===== src/rtl/disp_dec_pkg.sv =====
package disp_dec_pkg;
  localparam int BYTE_W = 8;

  localparam logic [7:0] OP_COL_LO_BASE = 8'h00;
  localparam logic [7:0] OP_COL_HI_BASE = 8'h10;
  localparam logic [7:0] OP_CONTRAST    = 8'h81;
  localparam logic [7:0] OP_SEG_FWD     = 8'hA0;
  localparam logic [7:0] OP_SEG_REV     = 8'hA1;
  localparam logic [7:0] OP_SHOW_NORMAL = 8'hA6;
  localparam logic [7:0] OP_SHOW_INVERT = 8'hA7;
  localparam logic [7:0] OP_PANEL_OFF   = 8'hAE;
  localparam logic [7:0] OP_PANEL_ON    = 8'hAF;
  localparam logic [7:0] OP_PAGE_BASE   = 8'hB0;
  localparam logic [7:0] OP_COM_FWD     = 8'hC0;
  localparam logic [7:0] OP_COM_REV     = 8'hC8;

  // One-hot-ish action set produced by the decoder for a command byte
  typedef struct packed {
    logic inv_clr;
    logic inv_set;
    logic on_clr;
    logic on_set;
    logic seg_fwd;
    logic seg_rev;
    logic com_fwd;
    logic com_rev;
    logic page_ld;
    logic col_lo;
    logic col_hi;
    logic arm;
    logic arg_ld;
  } cmd_act_t;
endpackage


===== src/rtl/disp_cmd_decode.sv =====
module disp_cmd_decode
  import disp_dec_pkg::*;
#(
  parameter int PAGES = 8
) (
  input  logic [BYTE_W-1:0] op,
  input  logic              pending,
  output cmd_act_t          act
);
  localparam logic [7:0] PAGE_LAST = 8'(OP_PAGE_BASE + 8'(PAGES - 1));

  always_comb begin
    act = '0;
    if (pending) begin
      act.arg_ld = 1'b1;
    end else if (op[7:4] == OP_COL_LO_BASE[7:4]) begin
      act.col_lo = 1'b1;
    end else if (op[7:4] == OP_COL_HI_BASE[7:4]) begin
      act.col_hi = 1'b1;
    end else if (op >= OP_PAGE_BASE && op <= PAGE_LAST) begin
      act.page_ld = 1'b1;
    end else begin
      case (op)
        OP_SHOW_NORMAL: act.inv_clr = 1'b1;
        OP_SHOW_INVERT: act.inv_set = 1'b1;
        OP_PANEL_OFF:   act.on_clr  = 1'b1;
        OP_PANEL_ON:    act.on_set  = 1'b1;
        OP_SEG_FWD:     act.seg_fwd = 1'b1;
        OP_SEG_REV:     act.seg_rev = 1'b1;
        OP_COM_FWD:     act.com_fwd = 1'b1;
        OP_COM_REV:     act.com_rev = 1'b1;
        OP_CONTRAST:    act.arm     = 1'b1;
        default:        act = '0;
      endcase
    end
  end
endmodule


===== src/rtl/disp_cursor.sv =====
module disp_cursor #(
  parameter int COLS  = 128,
  parameter int PAGES = 8,
  localparam int COL_W = $clog2(COLS),
  localparam int PG_W  = $clog2(PAGES)
) (
  input  logic             clk,
  input  logic             clr,
  input  logic             adv,
  input  logic             page_ld,
  input  logic [PG_W-1:0]  page_val,
  input  logic             col_lo,
  input  logic             col_hi,
  input  logic [3:0]       nib,
  output logic [PG_W-1:0]  page,
  output logic [COL_W-1:0] col
);
  localparam logic [COL_W-1:0] COL_LAST  = COL_W'(COLS - 1);
  localparam logic [PG_W-1:0]  PAGE_LAST = PG_W'(PAGES - 1);
  localparam logic [COL_W-1:0] LO_MASK   = COL_W'(15);

  always_ff @(posedge clk) begin
    if (clr) begin
      page <= '0;
      col  <= '0;
    end else if (adv) begin
      if (col == COL_LAST) begin
        col  <= '0;
        page <= (page == PAGE_LAST) ? '0 : page + 1'b1;
      end else begin
        col <= col + 1'b1;
      end
    end else if (page_ld) begin
      page <= page_val;
    end else if (col_lo) begin
      col <= (col & ~LO_MASK) | COL_W'(nib);
    end else if (col_hi) begin
      col <= (col & LO_MASK) | COL_W'({nib, 4'b0000});
    end
  end


  col_wrap_chk: assert property (@(posedge clk) disable iff (clr)
    (adv && col == COL_LAST) |=> (col == '0));


  page_wrap_chk: assert property (@(posedge clk) disable iff (clr)
    (adv && col == COL_LAST && page == PAGE_LAST) |=> (page == '0));
endmodule


===== src/rtl/disp_clear_sweep.sv =====
module disp_clear_sweep #(
  parameter int DEPTH = 1024,
  localparam int AW = $clog2(DEPTH)
) (
  input  logic          clk,
  input  logic          clr,
  output logic          busy,
  output logic [AW-1:0] addr
);
  localparam logic [AW-1:0] LAST = AW'(DEPTH - 1);

  always_ff @(posedge clk) begin
    if (clr) begin
      busy <= 1'b1;
      addr <= '0;
    end else if (busy) begin
      if (addr == LAST) begin
        busy <= 1'b0;
      end else begin
        addr <= addr + 1'b1;
      end
    end
  end


  sweep_full_chk: assert property (@(posedge clk) disable iff (clr)
    $fell(busy) |-> ($past(addr) == LAST));


  sweep_hold_chk: assert property (@(posedge clk) disable iff (clr)
    (busy && addr != LAST) |=> busy);
endmodule


===== src/rtl/disp_cmd_data_decoder.sv =====
module disp_cmd_data_decoder
  import disp_dec_pkg::*;
#(
  parameter int COLS = 128,
  parameter int PAGES = 8,
  parameter logic [7:0] CONTRAST_INIT = 8'h7F
) (
  input  logic                            clk,
  input  logic                            rst,
  input  logic                            disp_rst_n,
  input  logic                            cs_n,
  input  logic                            dc,
  input  logic                            byte_valid,
  input  logic [7:0]                      byte_in,
  input  logic                            dirty_ack,
  output logic                            fb_we,
  output logic [$clog2(COLS*PAGES)-1:0]   fb_addr,
  output logic [7:0]                      fb_wdata,
  output logic                            busy,
  output logic                            disp_on,
  output logic                            invert,
  output logic                            seg_remap,
  output logic                            com_flip,
  output logic [7:0]                      contrast,
  output logic                            dirty
);
  localparam int DEPTH = COLS * PAGES;
  localparam int AW    = $clog2(DEPTH);
  localparam int COL_W = $clog2(COLS);
  localparam int PG_W  = $clog2(PAGES);

  // Display reset pin edge detect
  logic pin_q;
  always_ff @(posedge clk) begin
    if (rst) pin_q <= 1'b0;
    else     pin_q <= disp_rst_n;
  end
  logic init;
  assign init = rst | (pin_q & ~disp_rst_n);

  // Byte acceptance
  logic acc, data_wr, cmd_acc;
  assign acc     = byte_valid & ~cs_n & ~busy;
  assign data_wr = acc & dc;
  assign cmd_acc = acc & ~dc;

  logic     pending;
  cmd_act_t act;

  disp_cmd_decode #(.PAGES(PAGES)) u_dec (
    .op      (byte_in),
    .pending (pending),
    .act     (act)
  );

  logic [PG_W-1:0]  cur_page;
  logic [COL_W-1:0] cur_col;

  disp_cursor #(.COLS(COLS), .PAGES(PAGES)) u_cur (
    .clk      (clk),
    .clr      (init),
    .adv      (data_wr),
    .page_ld  (cmd_acc & act.page_ld),
    .page_val (PG_W'(byte_in - OP_PAGE_BASE)),
    .col_lo   (cmd_acc & act.col_lo),
    .col_hi   (cmd_acc & act.col_hi),
    .nib      (byte_in[3:0]),
    .page     (cur_page),
    .col      (cur_col)
  );

  logic [AW-1:0] sw_addr;

  disp_clear_sweep #(.DEPTH(DEPTH)) u_sweep (
    .clk  (clk),
    .clr  (init),
    .busy (busy),
    .addr (sw_addr)
  );

  // Flags, contrast and pending command
  always_ff @(posedge clk) begin
    if (init) begin
      disp_on   <= 1'b0;
      invert    <= 1'b0;
      seg_remap <= 1'b0;
      com_flip  <= 1'b0;
      contrast  <= CONTRAST_INIT;
      pending   <= 1'b0;
    end else if (cmd_acc) begin
      if (act.inv_clr) invert    <= 1'b0;
      if (act.inv_set) invert    <= 1'b1;
      if (act.on_clr)  disp_on   <= 1'b0;
      if (act.on_set)  disp_on   <= 1'b1;
      if (act.seg_fwd) seg_remap <= 1'b0;
      if (act.seg_rev) seg_remap <= 1'b1;
      if (act.com_fwd) com_flip  <= 1'b0;
      if (act.com_rev) com_flip  <= 1'b1;
      if (act.arm)     pending   <= 1'b1;
      if (act.arg_ld) begin
        contrast <= byte_in;
        pending  <= 1'b0;
      end
    end
  end

  // Frame-buffer write port, registered
  logic [AW-1:0] cur_addr;
  assign cur_addr = AW'(cur_page) * AW'(COLS) + AW'(cur_col);

  always_ff @(posedge clk) begin
    if (init) begin
      fb_we    <= 1'b0;
      fb_addr  <= '0;
      fb_wdata <= '0;
    end else if (busy) begin
      fb_we    <= 1'b1;
      fb_addr  <= sw_addr;
      fb_wdata <= '0;
    end else begin
      fb_we    <= data_wr;
      fb_addr  <= cur_addr;
      fb_wdata <= byte_in;
    end
  end

  // Dirty tracking
  logic vis_cmd;
  assign vis_cmd = cmd_acc & (act.inv_clr | act.inv_set | act.on_clr | act.on_set |
                              act.seg_fwd | act.seg_rev | act.com_fwd | act.com_rev |
                              act.arg_ld);

  always_ff @(posedge clk) begin
    if (init)                    dirty <= 1'b0;
    else if (data_wr | vis_cmd)  dirty <= 1'b1;
    else if (dirty_ack)          dirty <= 1'b0;
  end


  cs_drop_chk: assert property (@(posedge clk) disable iff (rst)
    (byte_valid && cs_n && !busy && !init) |=> !fb_we);


  sweep_zero_chk: assert property (@(posedge clk) disable iff (rst)
    (busy && !init) |=> (fb_we && fb_wdata == '0));


  pend_clear_chk: assert property (@(posedge clk) disable iff (rst)
    (pending && cmd_acc && !init) |=> !pending);


  dirty_set_chk: assert property (@(posedge clk) disable iff (rst)
    (data_wr && !init) |=> dirty);
endmodule


===== config.mk =====
export PLATFORM = sky130hd
export DESIGN_NAME = disp_cmd_data_decoder
export DESIGN_NICKNAME = d
export VERILOG_FILES = /design/src/rtl/disp_dec_pkg.sv /design/src/rtl/disp_cmd_decode.sv /design/src/rtl/disp_cursor.sv /design/src/rtl/disp_clear_sweep.sv /design/src/rtl/disp_cmd_data_decoder.sv
export SDC_FILE = /design/constraint.sdc
export NUM_CORES = 1
export LEC_CHECK = 0
export BUFFER_PORTS_ARGS = -buffer_cell sky130_fd_sc_hd__buf_4
export CORE_AREA = 8 8 101 103
export DETAILED_ROUTE_END_ITERATION = 7
export DIE_AREA = 0 0 109 111
export PLACE_DENSITY_LB_ADDON = 0.08
export RECOVER_POWER = 100
export SLEW_MARGIN = 20
export SYNTH_ARGS = -nofsm -noshare
export SYNTH_HDL_FRONTEND = slang
export SYNTH_SLANG_ARGS = --single-unit

===== constraint.sdc =====
create_clock -name clk -period 2 [get_ports clk]
set_input_delay 0.1 -clock clk [delete_from_list [all_inputs] [get_ports clk]]
set_output_delay 0.1 -clock clk [all_outputs]
set_load 0.02 [all_outputs]

==> flow_summary_export.csv <==
group,metric,value,unit
sta,drv_slew,0,
route,ant_nets,0,
synthesis,yosys-top-cells-area,"dfxtp_1, mux2i_1, nor2_1",
final_layout,antennaDiodeCount,0,
floorplanning,start_util,0.2913,
route,drt_iter0_markers,105,
clock_tree,cts_resized,0,
hold_path,min_path_cells,3,
power_and_ir_drop,vdd_drop_max,0.2605,mV
floorplanning,io_pins,48,
setup_path,startpoint_type,"flip-flop",
route,wl_per_cell,15.76,µm
global_route,grt_pass1_vias,2212,
outcome,status,"finished, final reports clean",
route,finalWirelength,6964,µm
synthesis,synth_flop_cell,"dfxtp_1",
clock_tree,worstSkewPairLatency,0.31,ns
final_layout,stdcell_count,442,
global_route,grt-ovfl-total,0,
hold_path,hold_path.class,"in2reg",
sta,clock.fmax,558.6,MHz
global_route,grt_pass1_wl,11400,µm
setup_path,crit_start,"pending$_SDFFE_PP0P_",
final_layout,synthToLayoutAreaGrowth,17.78,%
setup_path,worstSetupPathType,"reg2reg",
sta,slew-limit-headroom,0.6128,
clock_tree,tritoncts,"yes",
route,drt-pass1-iter-count,4,
floorplanning,die_h,111,µm
setup_path,cp_max_fo,9,
sta,period_share,0.8951,
clock_tree,h-tree-depth,2,
sta,hold_slack,0.03265,ns
sta,finalClockSkew,0.01269,ns
synthesis,yosysWarnings,0,
clock_tree,cts_buffer_depth,2,
sta,finalSetupViolCount,0,
synthesis,yosys.area.top_type_share,0.4420,
global_route,grt_max_degree,22,
synthesis,synth_most_common_cell,"dfxtp_1",
placed_design,dp_hpwl,5021,µm
power_and_ir_drop,finalPower,1.927,mW
sta,hold_viol_final,0,
placed_design,routabilityCongestion,0.7991,
setup_path,worst_r2r_endpoint,"u_cur.page[1]$_SDFFE_PP0P_",
sta,grt_setup_unrepaired,"no",
setup_path,r2r_start,"pending$_SDFFE_PP0P_",
clock_tree,clock-sinks,55,
global_route,antenna_found_initial,0,
synthesis,synth_edf_count,0,
setup_path,r2r_cells,5,
setup_path,r2r_setup_slack,0.21,ns
route,via_per_inst,5.016,
job,cap_violations,0,
floorplanning,rows,34,
floorplanning,core-area,8551,µm²
power_and_ir_drop,leakage,1.186,nW
final_layout,drive_gt1_frac,0.09581,
floorplanning,die-area,12100,µm²
floorplanning,die_width,109,µm
route,drc,0,
hold_path,hold_start,"disp_rst_n",
final_layout,fin_nets,352,
synthesis,synth_commonest_cells,"dfxtp_1, nor2_1, nand2_1",
placed_design,portBuffers,47,
synthesis,synth_seq_cells,55,
route,num_vias,2217,
placed_design,dp.cells,433,
clock_tree,cts_setup_buffers,0,
synthesis,ys_seq_area_frac,0.4420,
sta,fin_tns_setup,0,ns
setup_path,crit_arrival,2.03,ns
global_route,grt_usage,0.1157,
clock_tree,cts-root-buf,"clkbuf_8",
synthesis,netlist_instances,287,
sta,worst_pin_slew,0.5808,ns
synthesis,netlist_area,2491,µm²
setup_path,cp.required,2.24,ns
synthesis,synth_nets,306,
synthesis,avgSynthCellArea,8.680,µm²
setup_path,endpoint_kind,"flip-flop",
clock_tree,cts_made_buffers,5,
synthesis,async_flop_share,0,
synthesis,synth_cell_types,53,
hold_path,holdPathEnd,"pin_q$_SDFF_PP0_",
clock_tree,clkTransAtPathRegs,0.10,ns
power_and_ir_drop,power_density,656.9,nW/µm²
sta,post-route-min-period,1.790,ns
synthesis,synth_top_area_cell,"dfxtp_1",
-- power by group --
part / leakage, nW / internal (mW) / switching, mW
Combinational: 0.690 / 0.0494 / 0.0852
Sequential: 0.445 / 1.10 / 0.00660
Clock: 0.0515 / 0.317 / 0.364
Total: 1.19 / 1.47 / 0.456
-- per-layer routing --
layer,wire [µm],global-route usage,share of wire,up-vias
met2,3076,0.1740,0.44,51
met4,61,0.02831,0.0088,0
met1,3411,0.1599,0.49,1030
met5,0,0,0,-
met3,415,0.02791,0.060,6
li1,-,-,-,1130
-- area by class of cell --
| type | count | area (µm²) |
|---|---|---|
| Timing Repair Buffer | 59 | 304.0 |
| Clock buffer | 8 | 100.1 |
| Multi-Input combinational cell | 206 | 1271 |
| Sequential cell | 55 | 1101 |
| Fill cell | 940 | 5617 |
| Tap cell | 108 | 135.1 |
| Inverter | 6 | 22.52 |
-- critical path: stages (launching register included) --
cell	delay, ns
dfxtp_1	0.32
buf_4	0.16
nor4b_1	0.42
a32oi_1	0.29
or3_1	0.40
a21oi_1	0.13
-- timing repair --
action / CTS / global route
hold buffers: 1 / 0
endpoints found under the hold margin: 1 / 0
endpoints found under the setup margin: 0 / 0
-- logic make-up after synthesis --
group / after synthesis / synth area share
AND/OR/NAND/NOR: 131 / 0.2793
flip-flops: 55 / 0.4420
AO/OA/AOI/OAI: 52 / 0.1396
buffers and inverters: 26 / 0.04369
multiplexers: 17 / 0.06831
adder cells (fa/ha/maj): 4 / 0.02009
XOR/XNOR: 2 / 0.007033
-- through the flow --
step             util  setup WS (ns)  instance area, µm²
2_1_floorplan       -         0.2716                2491
3_3_place_gp   0.3480         0.3459                2975
3_5_place_dp   0.3480         0.3308                2975
4_1_cts        0.3608         0.2625                3085
5_1_grt        0.3431        0.09283                2934
6_report       0.3431         0.2098                2934
-- worst max path at each step --
| stage | slack [ns] | endpoint |
|---|---|---|
| 2_1_floorplan | 0.27 | u_cur.col[0]$_SDFFE_PP0P_ |
| 3_3_place_gp | 0.35 | u_sweep.addr[1]$_SDFFE_PP0P_ |
| 3_5_place_dp | 0.33 | u_cur.page[1]$_SDFFE_PP0P_ |
| 4_1_cts | 0.26 | u_cur.page[1]$_SDFFE_PP0P_ |
| 6_report | 0.21 | u_cur.page[1]$_SDFFE_PP0P_ |
| 5_1_grt | 0.09 | u_cur.page[1]$_SDFFE_PP0P_ |
-- placed cells by master, fill, tap and decap left out, types with 3 or more instances in the layout --
| cell type | netlist | layout |
|---|---|---|
| nand4_1 | 9 | 9 |
| nor2b_1 | 3 | 3 |
| and2_1 | 10 | 6 |
| nand3_1 | 18 | 18 |
| nor3_1 | 7 | 7 |
| buf_4 | 0 | 20 |
| and3_1 | 7 | 7 |
| inv_1 | 6 | 6 |
| and2_0 | 0 | 4 |
| o21ai_0 | 14 | 14 |
| nor4b_1 | 2 | 3 |
| clkbuf_1 | 15 | 38 |
| or3_1 | 4 | 4 |
| clkbuf_8 | 0 | 7 |
| ha_1 | 4 | 4 |
| nor2_1 | 30 | 30 |
| a211oi_1 | 3 | 3 |
| dfxtp_1 | 55 | 55 |
| nand2_1 | 26 | 26 |
| mux2i_1 | 17 | 17 |
| and4_1 | 3 | 3 |
| a21oi_1 | 13 | 13 |
-- state kept, by name, summed over array words and instances, names as in the netlist, 3 cells and up --
signal	cells
u_sweep.addr	10
fb_wdata	8
u_cur.col	7
u_cur.page	3
fb_addr	10
contrast	8
(Power assumes the default switching activity.)
